===== src/rtl/cfgchain_pkg.sv =====
package cfgchain_pkg;
  typedef enum logic [1:0] {ST_HUNT, ST_LEN, ST_DATA, ST_DONE} chain_st_e;

  // shift one serial bit into a word, most significant bit first
  function automatic logic [31:0] f_push_msb(input logic [31:0] acc, input logic b);
    return {acc[30:0], b};
  endfunction

  // a data bit with this index is forwarded when the own share is used up
  function automatic logic f_is_fwd(input logic [31:0] idx, input logic [31:0] own);
    return idx >= own;
  endfunction
endpackage


===== src/rtl/cfg_hdr_sync.sv =====
module cfg_hdr_sync #(
  parameter int unsigned PRE_W = 8,
  parameter logic [PRE_W-1:0] PREAMBLE = 8'hB5
) (
  input  logic clk,
  input  logic rst_n,
  input  logic hunt,
  input  logic bit_in,
  output logic hit
);
  logic [PRE_W-1:0] win;
  logic [PRE_W-1:0] win_nxt;

  assign win_nxt = {win[PRE_W-2:0], bit_in};
  assign hit     = hunt && (win_nxt == PREAMBLE);

  always_ff @(posedge clk or negedge rst_n) begin
    if (!rst_n)    win <= '0;
    else if (hunt) win <= win_nxt;
  end

  // a recognised pattern ends the search
  p_hit_ends_hunt_r2: assert property (@(posedge clk) disable iff (!rst_n)
    hit |=> !hunt)
    else $error("p_hit_ends_hunt_r2");
endmodule


===== src/rtl/cfg_load_ctr.sv =====
module cfg_load_ctr
  import cfgchain_pkg::*;
#(
  parameter int unsigned LEN_W    = 24,
  parameter int unsigned OWN_BITS = 16
) (
  input  logic clk,
  input  logic rst_n,
  input  logic bit_in,
  input  logic hdr_hit,
  output logic hunt,
  output logic fwd_mode,
  output logic done
);
  localparam int unsigned LC_W = $clog2(LEN_W);

  chain_st_e        st;
  logic [LEN_W-1:0] len;
  logic [LEN_W-1:0] cnt;
  logic [LC_W-1:0]  lcnt;
  logic [LEN_W-1:0] len_nxt;
  logic [LEN_W-1:0] cnt_nxt;
  logic             len_last;

  assign len_nxt  = LEN_W'(f_push_msb(32'(len), bit_in));
  assign cnt_nxt  = cnt + LEN_W'(1);
  assign len_last = (lcnt == LC_W'(LEN_W - 1));
  assign hunt     = (st == ST_HUNT);
  assign done     = (st == ST_DONE);
  assign fwd_mode = (st == ST_DATA) && f_is_fwd(32'(cnt), 32'(OWN_BITS));

  always_ff @(posedge clk or negedge rst_n) begin
    if (!rst_n) begin
      st   <= ST_HUNT;
      len  <= '0;
      cnt  <= '0;
      lcnt <= '0;
    end else begin
      case (st)
        ST_HUNT: if (hdr_hit) begin
          st   <= ST_LEN;
          lcnt <= '0;
          len  <= '0;
        end
        ST_LEN: begin
          len  <= len_nxt;
          lcnt <= lcnt + LC_W'(1);
          if (len_last) begin
            cnt <= '0;
            st  <= (len_nxt == '0) ? ST_DONE : ST_DATA;
          end
        end
        ST_DATA: begin
          cnt <= cnt_nxt;
          if (cnt_nxt == len) st <= ST_DONE;
        end
        default: st <= ST_DONE;
      endcase
    end
  end

  // done is sticky until reset
  p_done_sticky_r6: assert property (@(posedge clk) disable iff (!rst_n)
    done |=> done)
    else $error("p_done_sticky_r6");

  // done and forwarding exclude each other
  p_done_excl_r6: assert property (@(posedge clk) disable iff (!rst_n)
    !(done && fwd_mode))
    else $error("p_done_excl_r6");

  // once forwarding starts, it lasts until done
  p_fwd_hold_r5: assert property (@(posedge clk) disable iff (!rst_n)
    fwd_mode |=> (fwd_mode || done))
    else $error("p_fwd_hold_r5");
endmodule


===== src/rtl/cfg_fwd_retime.sv =====
module cfg_fwd_retime (
  input  logic clk,
  input  logic rst_n,
  input  logic bit_in,
  input  logic fwd_en,
  output logic ser_out
);
  logic fwd_vld_q;
  logic fwd_bit_q;

  // capture on the rising edge
  always_ff @(posedge clk or negedge rst_n) begin
    if (!rst_n) begin
      fwd_vld_q <= 1'b0;
      fwd_bit_q <= 1'b1;
    end else begin
      fwd_vld_q <= fwd_en;
      fwd_bit_q <= bit_in;
    end
  end

  // launch on the falling edge
  always_ff @(negedge clk or negedge rst_n) begin
    if (!rst_n) ser_out <= 1'b1;
    else        ser_out <= fwd_vld_q ? fwd_bit_q : 1'b1;
  end

  // no captured bit means an idle-high output
  p_idle_high_r4: assert property (@(posedge clk) disable iff (!rst_n)
    !fwd_vld_q |-> ser_out)
    else $error("p_idle_high_r4");

  // a captured bit is on the output before the next rising edge
  p_copy_out_r5: assert property (@(posedge clk) disable iff (!rst_n)
    fwd_vld_q |-> (ser_out == fwd_bit_q))
    else $error("p_copy_out_r5");
endmodule


===== src/rtl/cfg_chain_rx.sv =====
module cfg_chain_rx #(
  parameter int unsigned PRE_W = 8,
  parameter logic [PRE_W-1:0] PREAMBLE = 8'hB5,
  parameter int unsigned LEN_W = 24,
  parameter int unsigned OWN_BITS = 16
) (
  input  logic cfg_clk,
  input  logic rst_n,
  input  logic ser_in,
  output logic ser_out,
  output logic load_done,
  output logic fwd_mode
);
  logic hunt;
  logic hdr_hit;

  cfg_hdr_sync #(.PRE_W(PRE_W), .PREAMBLE(PREAMBLE)) u_sync (
    .clk(cfg_clk), .rst_n(rst_n), .hunt(hunt), .bit_in(ser_in), .hit(hdr_hit)
  );

  cfg_load_ctr #(.LEN_W(LEN_W), .OWN_BITS(OWN_BITS)) u_ctr (
    .clk(cfg_clk), .rst_n(rst_n), .bit_in(ser_in), .hdr_hit(hdr_hit),
    .hunt(hunt), .fwd_mode(fwd_mode), .done(load_done)
  );

  cfg_fwd_retime u_rtm (
    .clk(cfg_clk), .rst_n(rst_n), .bit_in(ser_in), .fwd_en(fwd_mode),
    .ser_out(ser_out)
  );

  // the output is idle while searching
  p_hunt_quiet_r1: assert property (@(posedge cfg_clk) disable iff (!rst_n)
    hunt |-> (!load_done && !fwd_mode))
    else $error("p_hunt_quiet_r1");
endmodule


===== config.mk =====
export PLATFORM = sky130hd
export DESIGN_NAME = cfg_chain_rx
export DESIGN_NICKNAME = d
export VERILOG_FILES = /design/src/rtl/cfgchain_pkg.sv /design/src/rtl/cfg_hdr_sync.sv /design/src/rtl/cfg_load_ctr.sv /design/src/rtl/cfg_fwd_retime.sv /design/src/rtl/cfg_chain_rx.sv
export SDC_FILE = /design/constraint.sdc
export NUM_CORES = 1
export LEC_CHECK = 0
export BUFFER_PORTS_ARGS = -buffer_cell sky130_fd_sc_hd__buf_2
export CAP_MARGIN = 40
export CORE_UTILIZATION = 57
export DETAILED_ROUTE_END_ITERATION = 10
export GPL_TIMING_DRIVEN = 0
export PLACE_DENSITY = 0.81
export SYNTH_ARGS = -nofsm -noshare
export SYNTH_HDL_FRONTEND = slang
export SYNTH_SLANG_ARGS = --single-unit

===== constraint.sdc =====
create_clock -name cfg_clk -period 1.8 [get_ports cfg_clk]
set_input_delay 0.18 -clock cfg_clk [delete_from_list [all_inputs] [get_ports cfg_clk]]
set_output_delay 0.18 -clock cfg_clk [all_outputs]
set_load 0.02 [all_outputs]

==> qor.yml, run 1 <==
diodes: 0
drt_iter0_markers: 408
crit_chain: "buf_6, nand3_4, nor4_4, buf_6, nand4_1, o21ai_1, o311ai_1, nor4_1, a31o_1"
htree_levels: 3
power.share.switching_pct: 36.3
place_congestion: 0.911
path_delay_family: "simple AND/OR/NAND/NOR gates"
yosysSeqAreaShare_pct: 44.8
place_area_um2: 3780
core_region_area_um2: 6030
rsz0062_at_grt: "yes"
total_power_uw: 6070
num_io_pins: 6
die_y_um: 81.9
post-route-util_pct: 78.3
tightest_slew_ns: 0.804
max_freq_ghz: 0.468
cp_num_buf_inv: 2
max_stage_delay_ns: 0.37
dr.pass1.iters: 6
cts_buffers: 9
synth_area_um2: 3630
skew_ns: 0.0375
slew_headroom_pct: 46.2
ys.flop_type: "dfrtp_1"
drc: 0
start_util_pct: 60.3
async_reset_ff_share_pct: 100
cp-end-kind: "flop"
synth_cell_type_count: 47
cts-root-buf: "clkbuf_8"
worstHoldPathType: "in -> async"
place.detailed.hpwl_mm: 5.95
ff_latch_area_um2: 1640
io_buffers: 5
antenna_found_initial: 0
max-vdd-ir-drop_v: 0.00115
tns_ns: -1.83
setup_slack_ns: -0.339
cts_tree: "yes"
cts.reportedPaths.clkPinSlew_ns: 0.08
grt_pass1_wl_mm: 14.8
crit_top_cell: "buf_6"
netlist_instances: 360
drv_cap: 0
violations: "negative hold slack, negative setup slack"
crit_required_ns: 2.10
clockBufferDepth: 2
timing.hold.ws_ns: -0.172
clkSinkCount: 65
vias_per_cell: 6.99
layout-drive-gt1-share_pct: 35.6
drt.antenna.violating_nets: 0
die_area_um2: 6700
period_minus_slack_ns: 2.14
drt-total-wl_mm: 11.1
status: "complete, but fails checks"
cp.arrival_ns: 2.43
p_switching_uw: 2200
cp_slowest_cell: "dfrtp_1"
final_max_slew_viol_count: 0
multi_input_area_um2: 2080
clk_latency_ns: 0.39
cp-start-kind: "flop"
gr-usage-all-layers_pct: 30.6
area_delta_synth_final_pct: 29.8
powerDensity_nw_per_um2: 1290
final_hold_viol_count: 45
synth-seq-cells: 65
synth_edf_count: 0
seq_power_share_pct: 37.1
p_comb_share_pct: 39.0
overflow: 0
routedWlPerCell_um: 22.4
syn_avg_cell_area_um2: 10.1
dr_total_vias: 3466
p_leak_uw: 0.00210
cellInternalPower_uw: 3870
crit_type: "reg -> reg"
die_w_um: 81.9
grt_max_degree: 66
yosys_warnings: 0
period_share_pct: 119
clkPwrFrac_pct: 24.0
setup_viol: 32
fp-row-count: 28
nets: 422
critPathMaxFanout: 8
grt_pass1_vias: 3007
fillCellCount: 344
syn-num-nets: 366
final_cell_area_um2: 4720
[kinds of logic after synthesis]
kind of cell	synth area share, %
fa+ha+maj	1.03
buf+inv	4.72
simple gates	19.6
compound gates	18.2
flops	44.8
mux	2.17
xor+xnor	9.40
[layout make-up]
class                   count  area share, %
clock buffers              10           2.92
flip-flops and latches     65           34.7
clock inverters             7           1.99
inverters                   4          0.318
multi-input cells         264           44.2
repair buffers             48           9.10
plain buffers              23           4.75
well taps                  75           1.99
[per-stage QoR]
step,worst slack (ns),instances
floorplan,-0.0758,360
global placement,-0.532,440
detailed placement,-0.487,440
CTS,-0.301,468
global route,-0.443,496
finish,-0.339,496
[layer usage]
layer  vias to the layer above  GRT usage [%]  wire length [um]
li1                       1435              -                 -
met1                      1724           38.6              4230
met2                       233           46.7              5380
met3                        74           8.56               979
met4                         0           18.2               517
met5                         -              0                 0
[power by group through the flow]
stage	combinational [uW]	clock [uW]	sequential, uW
CTS	1890	1450	2210
finish	2370	1460	2250
floorplan	1290	6.95	2090
global route	2520	1510	2290
detailed placement	1640	6.95	2220
global placement	1580	6.95	2210
[registers in the layout, summed over array words and instances (netlist names)]
name and cells:
u_ctr.len 24, u_rtm.fwd_vld_q 1, u_rtm.fwd_bit_q 1, u_ctr.lcnt 5
u_rtm.ser_out 1, u_ctr.st 2, u_sync.win 7, u_ctr.cnt 24
[worst paths after layout]
check	to	cells past startpoint	slack, ns	start
worst min-delay path	u_ctr.cnt[15]	1	-0.17	rst_n
worst min register to register	u_ctr.cnt[10]	1	0.54	u_ctr.cnt[10]
min in group cfg_clk	u_ctr.len[0]	2	0.13	ser_in
worst max register to register	u_ctr.st[0]	9	-0.34	u_ctr.cnt[6]
worst max-delay path	u_ctr.st[0]	9	-0.34	u_ctr.cnt[6]
max in group asynchronous	u_ctr.cnt[3]	2	0.31	rst_n
[worst reg2reg max path, stage by stage, from the launching register on]
cell	delay, ns
dfrtp_1	0.37
buf_6	0.16
nand3_4	0.10
nor4_4	0.30
buf_6	0.18
nand4_1	0.19
o21ai_1	0.20
o311ai_1	0.13
nor4_1	0.28
a31o_1	0.18
[synthesized netlist by cell type, types with 5 or more instances]
library cell,count,area share (%)
dfrtp_1,63,43
o21ai_0,30,4.1
a22o_1,27,6.5
nand2_1,23,2.4
nor2_1,22,2.3
xnor2_1,21,5.1
xor2_1,18,4.3
clkbuf_1,15,1.5
nor4_1,13,2.2
o31ai_1,12,2.5
nand4_1,11,1.9
a21oi_1,8,1.1
mux2_2,7,2.2
a31oi_1,6,1.0
nand3_1,6,0.83
nor3_1,6,0.83
buf_6,5,1.5
inv_1,5,0.52
[placed cells by master (no fill, tap or decap), types with 3 or more instances in the layout]
master     Yosys  layout
dfrtp_1       63      55
nor2_2         1       3
mux2_2         7       7
clkbuf_8       0      10
clkbuf_2       0       3
a21oi_1        8       8
nor3_1         6       5
buf_2          2       4
xnor2_1       21      19
nand3_1        6       4
nor2_1        22      18
nor4_4         2       3
nand4_1       11      11
o31ai_1       12      11
nor4_1        13      10
inv_1          5       5
clkbuf_1      15       4
a31oi_1        6       4
nand2_1       23      22
and2_1         4       4
o21ai_1        4      16
o21ai_0       30      10
buf_6          5      16
buf_8          0       3
buf_4          4      34
a22o_1        27      27
dfrtp_2        0       8
o21ai_2        0       8
nand3_4        0       3
clkbuf_16      0       3
xor2_1        18      17
[timing repair]
item                                    CTS  global route
hold buffers                              1             1
endpoints found under the setup margin   47            50
pin swaps                                 9            47
resized for setup                        42            73
hold endpoints to repair                 64            18
buffers inserted                         14            24
gates cloned                              0             4
No activity file was read; power rests on OpenSTA's default activity.
==> run 2: changes to the inputs <==
--- a/config.mk
+++ b/config.mk
@@ -13,2 +13,3 @@
 export PLACE_DENSITY = 0.81
+export SLEW_MARGIN = 20
 export SYNTH_ARGS = -nofsm -noshare
==> constraint.sdc (replaced) <==
create_clock -name cfg_clk -period 1.8 [get_ports cfg_clk]
set_input_delay 0.36 -clock cfg_clk [delete_from_list [all_inputs] [get_ports cfg_clk]]
set_output_delay 0.36 -clock cfg_clk [all_outputs]
set_load 0.02 [all_outputs]
==> qor.yml, run 2 (synthesis results as in run 1) <==
cts.reportedPaths.clkPinSlew_ns: 0.07
fp-row-count: 28
p_leak_uw: 0.00197
die_w_um: 81.9
worstHoldPathType: "in -> reg"
rsz0062_at_grt: "yes"
layout-drive-gt1-share_pct: 27.6
max_stage_delay_ns: 0.52
critPathMaxFanout: 1
place.detailed.hpwl_mm: 6.14
cp-end-kind: "primary output"
dr_total_vias: 3123
place_area_um2: 3800
final_hold_viol_count: 0
start_util_pct: 60.3
max-vdd-ir-drop_v: 0.00123
drt_iter0_markers: 250
cp.arrival_ns: 1.92
powerDensity_nw_per_um2: 1300
clockBufferDepth: 2
drt-total-wl_mm: 9.58
slew_headroom_pct: 63.9
num_io_pins: 6
crit_required_ns: 1.44
io_buffers: 5
routedWlPerCell_um: 20.1
overflow: 0
violations: "negative setup slack"
place_congestion: 0.911
timing.hold.ws_ns: 0.153
skew_ns: 0.0339
cts_tree: "yes"
drc: 0
vias_per_cell: 6.55
dp_slack_ns: -0.489
post-route-util_pct: 73.9
setup_viol: 27
grt_pass1_vias: 2876
dr.pass1.iters: 5
diodes: 0
reg_top3: "u_ctr.cnt: 24 flops, u_ctr.len: 24 flops, u_sync.win: 7 flops"
drt.antenna.violating_nets: 0
htree_levels: 3
tightest_slew_ns: 0.539
status: "complete, but fails checks"
final_max_slew_viol_count: 0
clk_latency_ns: 0.39
gr-usage-all-layers_pct: 30.8
area_delta_synth_final_pct: 22.4
cp-start-kind: "flop"
die_area_um2: 6700
final_cell_area_um2: 4450
clkSinkCount: 65
cts-root-buf: "clkbuf_8"
cp_num_buf_inv: 1
antenna_found_initial: 0
mostFrequentLayoutCells: "57 x dfrtp_1, 27 x a22o_1, 22 x buf_4, 22 x nand2_1, 21 x xnor2_1"
core_region_area_um2: 6030
setup_slack_ns: -0.479
die_y_um: 81.9
cp_slowest_cell: "dfstp_2"
mostFrequentLayoutCell: "dfrtp_1"
grt_max_degree: 44
cts_buffers: 9
grt_pass1_wl_mm: 14.8
drv_cap: 0
path_delay_family: "flip-flops"
nets: 403
crit_type: "reg -> out"
crit_chain: "buf_6"
## run 2: cell types whose count changed in the layout (fill, tap and decap cells not counted), sizes merged
cell and delta:
clkinv +2, buf -18, dlygate4sd3 -1, inv -1, clkinvlp -1
## run 2: path summary, 6_finish.rpt
check / from / to / slack [ns] / cells past startpoint
worst max-delay path: u_rtm.ser_out / ser_out / -0.48 / 1
worst min-delay path: ser_in / u_rtm.fwd_bit_q / 0.15 / 1
worst max register to register: u_ctr.cnt[14] / u_ctr.st[0] / -0.39 / 8
worst min register to register: u_sync.win[3] / u_sync.win[3] / 0.54 / 1
max in group asynchronous: rst_n / u_rtm.ser_out / 0.19 / 2
min in group asynchronous: rst_n / u_ctr.cnt[16] / 0.45 / 2
## run 2: final cells by class
cell class | instances | area [um2]
multi-input cells | 264 | 2010
flip-flops and latches | 65 | 1640
fillers | 390 | 1580
repair buffers | 28 | 279
plain buffers | 24 | 203
clock buffers | 10 | 128
well taps | 75 | 93.8
clock inverters | 7 | 86.3
inverters | 4 | 15.0
## run 2: where the power goes
part           switching, uW  internal, uW  leakage [uW]
sequential               437          1810      0.000846
clock                    590           776      0.000113
combinational           1020          1130       0.00101
## run 2: stage by stage
| stage | TNS [ns] | std cells | power [uW] |
|---|---|---|---|
| after floorplan | -0.0902 | 360 | 3390 |
| after global placement | -12.38 | 440 | 3790 |
| after detailed placement | -12.59 | 441 | 3870 |
| after CTS | -1.32 | 467 | 5380 |
| after global routing | -3.93 | 477 | 6040 |
| final | -1.83 | 477 | 5760 |
## run 2: routing by layer
layer  vias to the layer above  wire length (um)  GRT usage, %  share of wire, %
met5                         -                 0             0                 0
met4                         0               375          18.2               3.9
met3                        43               723          5.44               7.5
met2                       158              4530          47.7                47
met1                      1516              3950          40.5                41
li1                       1406                 -             -                 -
## run 2: repair_timing
action,in CTS,in global routing
hold buffers,1,0
setup buffers,11,7
gates resized for setup,50,34
pin swaps,11,27
gates cloned,0,3
endpoints found under the hold margin,21,0
endpoints found under the setup margin,47,48
==> run 3: changes to the inputs <==
- REMOVE_ABC_BUFFERS: default -> 1
==> qor.yml, run 3 (synthesis results as in run 1) <==
routedWlPerCell_um: 22.3
vias_per_cell: 6.91
p_leak_uw: 0.00195
nets: 409
hold_start: "ser_in"
violations: "negative setup slack"
r2r_slack_ns: -0.49
powerDensity_nw_per_um2: 1300
wl_met2_mm: 5.02
place_congestion: 0.868
final_hold_viol_count: 0
die_y_um: 81.9
overflow: 0
cts.reportedPaths.clkPinSlew_ns: 0.08
min_to: "u_rtm.fwd_bit_q"
clkSinkCount: 65
num_io_pins: 6
drt-total-wl_mm: 10.8
reg2reg_depth: 7
dr.pass1.iters: 5
grt_max_degree: 36
area_delta_synth_final_pct: 22.7
tns_ns: -3.27
crit_type: "reg -> reg"
tightest_slew_ns: 0.580
setup_slack_ns: -0.493
clockBufferDepth: 2
reg_top3: "u_ctr.cnt: 24 flops, u_ctr.len: 24 flops, u_sync.win: 7 flops"
placed_cells: 417
drv_cap: 0
total_power_uw: 5800
cts_tree: "yes"
fp-row-count: 28
io_buffers: 5
crit_required_ns: 2.10
die_w_um: 81.9
die_area_um2: 6700
wl_met3_um: 950
grt_pass1_vias: 2992
mostFrequentLayoutCell: "dfrtp_1"
antenna_found_initial: 0
slew_headroom_pct: 61.2
highest_layer: "met4"
drt_iter0_markers: 450
critPathMaxFanout: 8
diodes: 0
worstReg2RegStart: "u_ctr.cnt[6]"
timing.hold.ws_ns: 0.145
grt_pass1_wl_mm: 14.7
rsz0062_at_grt: "yes"
start_util_pct: 60.3
gr-usage-all-layers_pct: 30.0
final_cells: 483
layout-drive-gt1-share_pct: 33.3
cts-root-buf: "clkbuf_8"
setup_viol: 38
place.detailed.hpwl_mm: 5.33
cp-start-kind: "flop"
dr_total_vias: 3338
cp.arrival_ns: 2.60
core_region_area_um2: 6030
drc: 0
cts_buffers: 9
period_minus_slack_ns: 2.29
skew_ns: 0.0374
drt.antenna.violating_nets: 0
max_freq_ghz: 0.436
clk_latency_ns: 0.39
max-vdd-ir-drop_v: 0.00118
cp-end-kind: "flop"
period_share_pct: 127
htree_levels: 3
reg2reg_to: "u_ctr.st[0]"
worstHoldPathType: "in -> reg"
post-route-util_pct: 74.0
mostFrequentLayoutCells: "45 x dfrtp_1, 42 x buf_4, 27 x a22o_1, 22 x nand2_1, 21 x xnor2_1"
holdPathStages: 1
drt-met1-wl_mm: 4.18
status: "complete, but fails checks"
final_max_slew_viol_count: 0
-- run 3: worst max-delay path by stage --
stage,start,end,cells past startpoint
after CTS,u_rtm.ser_out,ser_out,1
final,u_ctr.cnt[6],u_ctr.st[0],7
after detailed placement,u_ctr.cnt[0],u_ctr.st[0],8
after global routing,u_ctr.cnt[2],u_ctr.st[0],7
after global placement,u_ctr.cnt[0],u_ctr.st[0],8
after floorplan,u_ctr.cnt[0],u_ctr.st[0],8
-- run 3: layout make-up --
class	instances	area (um2)
Clock buffer	10	138
Clock inverter	7	53.8
Multi-Input combinational cell	267	2030
Tap cell	75	93.8
Inverter	4	15.0
Sequential cell	65	1650
Timing Repair Buffer	55	480
Fill cell	396	1570
-- run 3: metrics by stage --
stage	instance area, um2	setup slack, ns
6_report	4460	-0.493
5_1_grt	4460	-0.581
4_1_cts	4180	-0.472
3_5_place_dp	3660	-0.679
3_3_place_gp	3600	-0.612
2_1_floorplan	3480	-0.240
-- run 3: repair_timing --
item,4_1_cts,5_1_grt
cloned,3,2
setup endpoints to repair,52,54
resized for setup,26,49
hold endpoints to repair,28,0
hold buffers,1,0
pin swaps,34,13
setup buffers,20,28
-- run 3: critical path, stage by stage (launching register included) --
cell      delay [ns]
dfrtp_2         0.48
nand4_4         0.24
nor2_1          0.27
nand4_1         0.21
a211oi_1        0.36
o211ai_1        0.18
nor4_2          0.33
a31o_1          0.18
-- run 3: where the power goes --
part	total (uW)	switching (uW)	internal, uW
Sequential	2280	472	1810
Combinational	2340	1170	1160
Clock	1190	634	553
Total	5800	2280	3520
-- run 3: per-layer routing --
metal / global-route usage, % / vias up
met5: 0 / -
met4: 13.7 / 0
met1: 37.7 / 1629
met3: 9.89 / 67
met2: 46.6 / 225
li1: - / 1417
